--- src/rtl/pexc_pkg.sv ---
// Package: shared cause codes, trap encodings and stage-register layouts.
// Assumes a 32-bit address space and 4-byte instructions.
package pexc_pkg;
    parameter int unsigned ADDR_W     = 32;
    parameter int unsigned INST_BYTES = 4;
    parameter int unsigned FIELD_W    = 6;

    localparam logic [FIELD_W-1:0] OP_SPECIAL = 6'h00;
    localparam logic [FIELD_W-1:0] FN_SYSCALL = 6'h0C;
    localparam logic [FIELD_W-1:0] FN_BREAK   = 6'h0D;

    typedef enum logic [1:0] {
        CAUSE_NONE = 2'd0,
        CAUSE_BRK  = 2'd1,
        CAUSE_SYS  = 2'd2
    } cause_e;

    // Fetch-to-decode register: carries the fields decode inspects.
    typedef struct packed {
        logic                valid;
        logic [ADDR_W-1:0]   addr;
        cause_e              cause;
        logic [FIELD_W-1:0]  op;
        logic [FIELD_W-1:0]  funct;
    } fd_t;

    // Later stage registers: valid, address and cause only.
    typedef struct packed {
        logic                valid;
        logic [ADDR_W-1:0]   addr;
        cause_e              cause;
    } tag_t;
endpackage

--- src/rtl/pexc_stage_reg.sv ---
// Module: one pipeline stage register with synchronous reset and flush.
// Assumes an all-zero value is a bubble (valid low, address 0, cause none).
module pexc_stage_reg #(
    parameter int unsigned W = 8
) (
    input  logic         clk,
    input  logic         rst_n,
    input  logic         flush_i,
    input  logic [W-1:0] d_i,
    output logic [W-1:0] q_o
);
    // Capture the next stage contents, or a bubble on reset or flush.
    always_ff @(posedge clk) begin
        if (!rst_n || flush_i) q_o <= '0;
        else                   q_o <= d_i;
    end
endmodule

--- src/rtl/pexc_trap_decode.sv ---
// Module: decode-stage cause resolution.
// An inherited cause wins; otherwise a trap encoding raises break or syscall.
// Assumes an invalid stage never raises anything.
module pexc_trap_decode
    import pexc_pkg::*;
(
    input  logic               valid_i,
    input  logic [FIELD_W-1:0] op_i,
    input  logic [FIELD_W-1:0] funct_i,
    input  cause_e             in_cause_i,
    output cause_e             cause_o
);
    // Pick the cause carried forward by the decoded instruction.
    always_comb begin
        cause_o = CAUSE_NONE;
        if (valid_i) begin
            if (in_cause_i != CAUSE_NONE)                    cause_o = in_cause_i;
            else if (op_i == OP_SPECIAL && funct_i == FN_BREAK)   cause_o = CAUSE_BRK;
            else if (op_i == OP_SPECIAL && funct_i == FN_SYSCALL) cause_o = CAUSE_SYS;
        end
    end
endmodule

--- src/rtl/pexc_pc_sel.sv ---
// Module: next-PC selection.
// Priority: commit redirect, then execute-stage hold, then branch, then sequential.
module pexc_pc_sel
    import pexc_pkg::*;
(
    input  logic [ADDR_W-1:0] pc_i,
    input  logic              commit_i,
    input  logic [ADDR_W-1:0] commit_addr_i,
    input  logic              hold_i,
    input  logic              br_taken_i,
    input  logic [ADDR_W-1:0] br_target_i,
    output logic [ADDR_W-1:0] pc_next_o
);
    localparam logic [ADDR_W-1:0] STEP = ADDR_W'(INST_BYTES);

    // Resolve the competing next-PC sources.
    always_comb begin
        if (commit_i)        pc_next_o = commit_addr_i + STEP;
        else if (hold_i)     pc_next_o = pc_i;
        else if (br_taken_i) pc_next_o = br_target_i;
        else                 pc_next_o = pc_i + STEP;
    end
endmodule

--- src/rtl/pexc_commit_ctrl.sv ---
// Module: precise exception commit controller (top).
// Tracks valid/address/cause through the fetch-to-decode, decode-to-execute and
// execute-to-memory registers. It commits exceptions in the memory stage, gates
// their side effects, flushes younger stages and redirects the PC.
// Assumes the datapath presents the fields of the word at pc_o in the same cycle.
module pexc_commit_ctrl
    import pexc_pkg::*;
#(
    parameter logic [ADDR_W-1:0] RESET_PC = '0
) (
    input  logic               clk,
    input  logic               rst_n,
    input  logic [5:0]         fetch_op_i,
    input  logic [5:0]         fetch_funct_i,
    input  logic [1:0]         fetch_cause_i,
    input  logic               br_taken_i,
    input  logic [31:0]        br_target_i,
    input  logic               mem_rd_req_i,
    input  logic               mem_wr_req_i,
    input  logic               reg_wr_req_i,
    input  logic               cache_sync_req_i,
    output logic [31:0]        pc_o,
    output logic               mem_rd_o,
    output logic               mem_wr_o,
    output logic               reg_wr_o,
    output logic               cache_sync_o,
    output logic               brk_o,
    output logic               mem_valid_o,
    output logic [31:0]        mem_addr_o,
    output logic [1:0]         mem_cause_o
);
    localparam int unsigned TAG_STAGES = 2;   // 0: decode-to-execute, 1: execute-to-memory
    localparam int unsigned SIDX_EX    = 0;
    localparam int unsigned SIDX_MEM   = 1;

    logic [ADDR_W-1:0] pc_q, pc_next;
    fd_t               fd_q, fd_d;
    tag_t              tag_q [TAG_STAGES];
    tag_t              tag_d [TAG_STAGES];
    logic              tag_flush [TAG_STAGES];
    cause_e            dec_cause;
    logic              mem_exc, exe_exc, mem_clean;

    // Classify the exception state of the memory and execute stages.
    always_comb begin
        mem_exc   = tag_q[SIDX_MEM].valid && tag_q[SIDX_MEM].cause != CAUSE_NONE;
        exe_exc   = tag_q[SIDX_EX].valid  && tag_q[SIDX_EX].cause  != CAUSE_NONE;
        mem_clean = tag_q[SIDX_MEM].valid && tag_q[SIDX_MEM].cause == CAUSE_NONE;
    end

    // Resolve the decode-stage cause.
    pexc_trap_decode u_dec (
        .valid_i    (fd_q.valid),
        .op_i       (fd_q.op),
        .funct_i    (fd_q.funct),
        .in_cause_i (fd_q.cause),
        .cause_o    (dec_cause)
    );

    // Build the fetch-stage capture and the later stage inputs.
    always_comb begin
        fd_d.valid = 1'b1;
        fd_d.addr  = pc_q;
        fd_d.cause = cause_e'(fetch_cause_i);
        fd_d.op    = fetch_op_i;
        fd_d.funct = fetch_funct_i;
        tag_d[SIDX_EX].valid  = fd_q.valid;
        tag_d[SIDX_EX].addr   = fd_q.addr;
        tag_d[SIDX_EX].cause  = dec_cause;
        tag_d[SIDX_MEM]       = tag_q[SIDX_EX];
        tag_flush[SIDX_EX]    = mem_exc || exe_exc;
        tag_flush[SIDX_MEM]   = mem_exc;
    end

    pexc_stage_reg #(.W($bits(fd_t))) u_fd_reg (
        .clk     (clk),
        .rst_n   (rst_n),
        .flush_i (mem_exc || exe_exc),
        .d_i     (fd_d),
        .q_o     (fd_q)
    );

    for (genvar s = 0; s < TAG_STAGES; s++) begin : g_tag
        pexc_stage_reg #(.W($bits(tag_t))) u_tag_reg (
            .clk     (clk),
            .rst_n   (rst_n),
            .flush_i (tag_flush[s]),
            .d_i     (tag_d[s]),
            .q_o     (tag_q[s])
        );
    end

    pexc_pc_sel u_pc_sel (
        .pc_i          (pc_q),
        .commit_i      (mem_exc),
        .commit_addr_i (tag_q[SIDX_MEM].addr),
        .hold_i        (exe_exc),
        .br_taken_i    (br_taken_i),
        .br_target_i   (br_target_i),
        .pc_next_o     (pc_next)
    );

    // Program counter register.
    always_ff @(posedge clk) begin
        if (!rst_n) pc_q <= RESET_PC;
        else        pc_q <= pc_next;
    end

    // Gate memory-stage side effects and report the stage contents.
    always_comb begin
        pc_o         = pc_q;
        mem_rd_o     = mem_rd_req_i     && mem_clean;
        mem_wr_o     = mem_wr_req_i     && mem_clean;
        reg_wr_o     = reg_wr_req_i     && mem_clean;
        cache_sync_o = cache_sync_req_i && mem_clean;
        brk_o        = tag_q[SIDX_MEM].valid && tag_q[SIDX_MEM].cause == CAUSE_BRK;
        mem_valid_o  = tag_q[SIDX_MEM].valid;
        mem_addr_o   = tag_q[SIDX_MEM].addr;
        mem_cause_o  = tag_q[SIDX_MEM].cause;
    end


    mem_flush_chk: assert property (@(posedge clk) disable iff (!rst_n)
        mem_exc |=> !tag_q[SIDX_MEM].valid && !tag_q[SIDX_EX].valid && !fd_q.valid);


    no_effect_after_commit_chk: assert property (@(posedge clk) disable iff (!rst_n)
        mem_exc |=> !(mem_rd_o || mem_wr_o || reg_wr_o || cache_sync_o));


    redirect_pc_chk: assert property (@(posedge clk) disable iff (!rst_n)
        mem_exc |=> pc_o == $past(mem_addr_o) + ADDR_W'(INST_BYTES));


    exe_hold_chk: assert property (@(posedge clk) disable iff (!rst_n)
        (exe_exc && !mem_exc) |=> pc_o == $past(pc_o) && !fd_q.valid && !tag_q[SIDX_EX].valid);


    fetch_cause_kept_chk: assert property (@(posedge clk) disable iff (!rst_n)
        (fd_q.valid && fd_q.cause != CAUSE_NONE && !mem_exc && !exe_exc)
        |=> tag_q[SIDX_EX].valid && tag_q[SIDX_EX].cause == $past(fd_q.cause));


    brk_single_chk: assert property (@(posedge clk) disable iff (!rst_n)
        brk_o |=> !brk_o);


    bubble_clean_chk: assert property (@(posedge clk) disable iff (!rst_n)
        !mem_valid_o |-> mem_cause_o == 2'd0 && mem_addr_o == '0 && !brk_o);
endmodule

--- config.mk ---
export PLATFORM = sky130hd
export DESIGN_NAME = pexc_commit_ctrl
export DESIGN_NICKNAME = d
export VERILOG_FILES = /design/src/rtl/pexc_pkg.sv /design/src/rtl/pexc_stage_reg.sv /design/src/rtl/pexc_trap_decode.sv /design/src/rtl/pexc_pc_sel.sv /design/src/rtl/pexc_commit_ctrl.sv
export SDC_FILE = /design/constraint.sdc
export NUM_CORES = 1
export LEC_CHECK = 0
export BUFFER_PORTS_ARGS = -buffer_cell sky130_fd_sc_hd__buf_2
export CAP_MARGIN = 15
export CORE_MARGIN = 1.5
export CORE_UTILIZATION = 40
export DETAILED_ROUTE_END_ITERATION = 16
export PLACE_DENSITY = 0.66
export SLEW_MARGIN = 20
export SYNTH_ARGS = -nofsm -noshare
export SYNTH_HDL_FRONTEND = slang
export SYNTH_HIERARCHICAL = 1
export SYNTH_SLANG_ARGS = --single-unit
--- constraint.sdc ---
create_clock -name clk -period 7.59 [get_ports clk]
set_clock_uncertainty 0.2 [all_clocks]
set_input_delay 1.518 -clock clk [delete_from_list [all_inputs] [get_ports clk]]
set_output_delay 1.518 -clock clk [all_outputs]
set_load 0.02 [all_outputs]
==> out/qor.csv <==
metric,value,unit
Comb pwr share,0.074,
Tot GR Track Use,0.202,
max-slew violations,0,
Post-CTS Setup Inserts,0,
Die W,133,µm
most frequent cells after synthesis,"149 x dfxtp_1, 77 x and3b_2, 42 x and3b_1, 42 x nand2_1, 33 x nor2_1",
Cell Rows,47,
largest net degree at the start of global routing,98,
Clock transition at path regs,60,ps
Post-Syn Instances,687,
Multi-input gate area,3450,µm²
Root Driver,clkbuf_16,
worst r2r src,g_tag[1].u_tag_reg/q_o[34]$_SDFF_PP0_,
top-count cell post-synth,dfxtp_1,
Setup CP Type,in -> out,
Mean Syn Cell Area,9.78,µm²
DRC Markers,0,
CTS HTree Levels,4,
Final WS setup,3970,ps
crit path max fanout,1,
sequential share of power,0.457,
CTS Sinks,149,
area delta synth->final,19.5,%
Setup-failing EPs final,0,
max_cap viols,0,
kind of end point of the critical path,output pin,
Leak Pwr,3.55,nW
Starting Density,0.408,
vias per cell,5.38,
IO Pins,125,
Routed WL per cell,17.1,µm
Synth cell types,69,
FF-to-FF End,pc_o[11]$_SDFF_PN0_,
GPL Wtd Cong,0.850,
Hold Crit Class,reg -> reg,
vias in the first global route,5051,
Reg area,2980,µm²
unrepaired setup endpoints after global routing,no,
Fin Setup TNS,0,ps
Initial DRT Pass Iterations,5,
nets@finish,842,
clock share of power,0.469,
Fin. Hold Viols,0,
fin crit period,3620,ps
syn nets,742,
post-synthesis register bit count,149,
Critical Path RT,5870,ps
1st-iter DRT viols,385,
WL final,17500,µm
final hold slack,286,ps
outcome,"complete, no violations",
P per Cell Area,230,nW/µm²
IO buf count,124,
CTS Buffer Depth,2,
CTS tree,yes,
Mapped Area,6720,µm²
internal power,1.41,mW
Worst Path Arrival,1900,ps
crit path launch,mem_wr_req_i,
synth top area cells,"dfxtp_1 44%, and3b_2 11%, and3b_1 5.5%, and2_2 3.6%, nand2_1 2.3%",
total gr overflow,0,
Vert. Die Dim,133,µm
count of flip-flops with a built-in enable after synthesis,0,
Reg2Reg Depth,9,
Worst VDD drop,0.000174,V
largest area contributor in the synthesized netlist,dfxtp_1,
Worst R2R Setup Slack,4730,ps
CTS Buf Count,17,
post-DP HPWL,11700,µm
Worst-Margin Slew,915,ps
Fmax achieved,0.276,GHz
Slew headroom,0.385,
CP Capture Point,mem_wr_o,
routed vias,5493,
layout cells sized above 1,0.355,
CP Launch Type,primary input,
first-pass GRT wire length,27600,µm
Yosys warning count,6,
ys async rst share,0,
post_cts resized,0,
final core utilization,0.488,
Post-synth top flop,dfxtp_1,
period utilisation layout,0.477,
pre-CTS setup slack,3660,ps
remaining antenna violation count after routing,0,
Core ar.,16500,µm²
hold buffers post-CTS,0,
register area share after synthesis,0.444,
die area,17600,µm²
proportion of netlist area held by the largest area contributor,0.444,
worst-skew pair later-pin latency,430,ps
Psw,433,µW
Net Sw Frac,0.235,
FILL cells,1586,
antenna violations before repair,2,
## state kept, by name, indices dropped and copies added (netlist names)
register,flops
g_tag.u_tag_reg/q_o,70
pc_o,32
u_fd_reg/q_o,47
## worst min-delay path by stage
stage | start | endpoint | slack, ps | cells after the start
2_1_floorplan | u_fd_reg/q_o[43]$_SDFF_PP0_ | g_tag[0].u_tag_reg/q_o[31]$_SDFF_PP0_ | 270 | 1
5_1_grt | g_tag[0].u_tag_reg/q_o[26]$_SDFF_PP0_ | g_tag[1].u_tag_reg/q_o[26]$_SDFF_PP0_ | 290 | 1
6_report | u_fd_reg/q_o[39]$_SDFF_PP0_ | g_tag[0].u_tag_reg/q_o[27]$_SDFF_PP0_ | 290 | 1
3_3_place_gp | u_fd_reg/q_o[34]$_SDFF_PP0_ | g_tag[0].u_tag_reg/q_o[22]$_SDFF_PP0_ | 270 | 1
3_5_place_dp | g_tag[0].u_tag_reg/q_o[6]$_SDFF_PP0_ | g_tag[1].u_tag_reg/q_o[6]$_SDFF_PP0_ | 270 | 1
4_1_cts | g_tag[0].u_tag_reg/q_o[6]$_SDFF_PP0_ | g_tag[1].u_tag_reg/q_o[6]$_SDFF_PP0_ | 290 | 1
## cell families (layout without fill, tap and decap cells)
kind of cell,Yosys count,count (layout),share of synthesized area
buf+inv,61,174,0.0469
flops,149,149,0.444
mux,15,15,0.0231
fa+ha+maj,2,2,0.00372
compound gates,105,105,0.108
xor+xnor,25,25,0.0326
other cells,1,2,0.000558
simple gates,329,329,0.341
## critical path, stage by stage
cell	delay, ps
buf_2	90
and3_1	130
buf_2	150
## power groups by stage
stage               Sequential [mW]  Clock, mW  Combinational, mW
floorplan                     0.867          0             0.0761
global placement              0.860          0              0.133
detailed placement            0.860          0              0.135
CTS                           0.843      0.883              0.136
global route                  0.848      0.916              0.149
finish                        0.843      0.866              0.136
## routing by layer
layer | vias to the layer above | share of wire | GRT usage
met5 | - | 0.00074 | 0
met4 | 2 | 0.015 | 0.0629
met3 | 25 | 0.063 | 0.0517
met2 | 179 | 0.46 | 0.318
met1 | 2586 | 0.46 | 0.273
li1 | 2701 | - | -
## placed cells by master (no fill, tap or decap), drive strengths merged, types with 5 or more instances in the layout
cell type	count
or3	5
dfxtp	149
a21oi	19
nor2	34
nor3	16
and3b	119
o21ai	24
buf	130
xnor2	10
and2	33
a211oi	9
and3	6
o22a	5
nand4	20
inv	13
nor4	12
a221oi	6
nand2	42
xor2	15
nand3	22
and4	5
mux2i	11
a22oi	5
clkbuf	21
## per-stage QoR
stage	std cells	power, mW	cell area [µm²]
final	1021	1.85	8030
after global routing	1021	1.91	8030
after CTS	1020	1.86	8020
after detailed placement	988	0.996	7410
after global placement	988	0.993	7410
after floorplan	687	0.943	6720
## layout make-up
| type | instances | share of cell area |
|---|---|---|
| Timing Repair Buffer | 130 | 0.0829 |
| Clock inverter | 11 | 0.0185 |
| Sequential cell | 149 | 0.372 |
| Antenna cell | 1 | 0.000312 |
| Clock buffer | 21 | 0.0574 |
| Tap cell | 220 | 0.0343 |
| Inverter | 12 | 0.00561 |
| Multi-Input combinational cell | 477 | 0.429 |
Power figures use the tool's default switching activity.
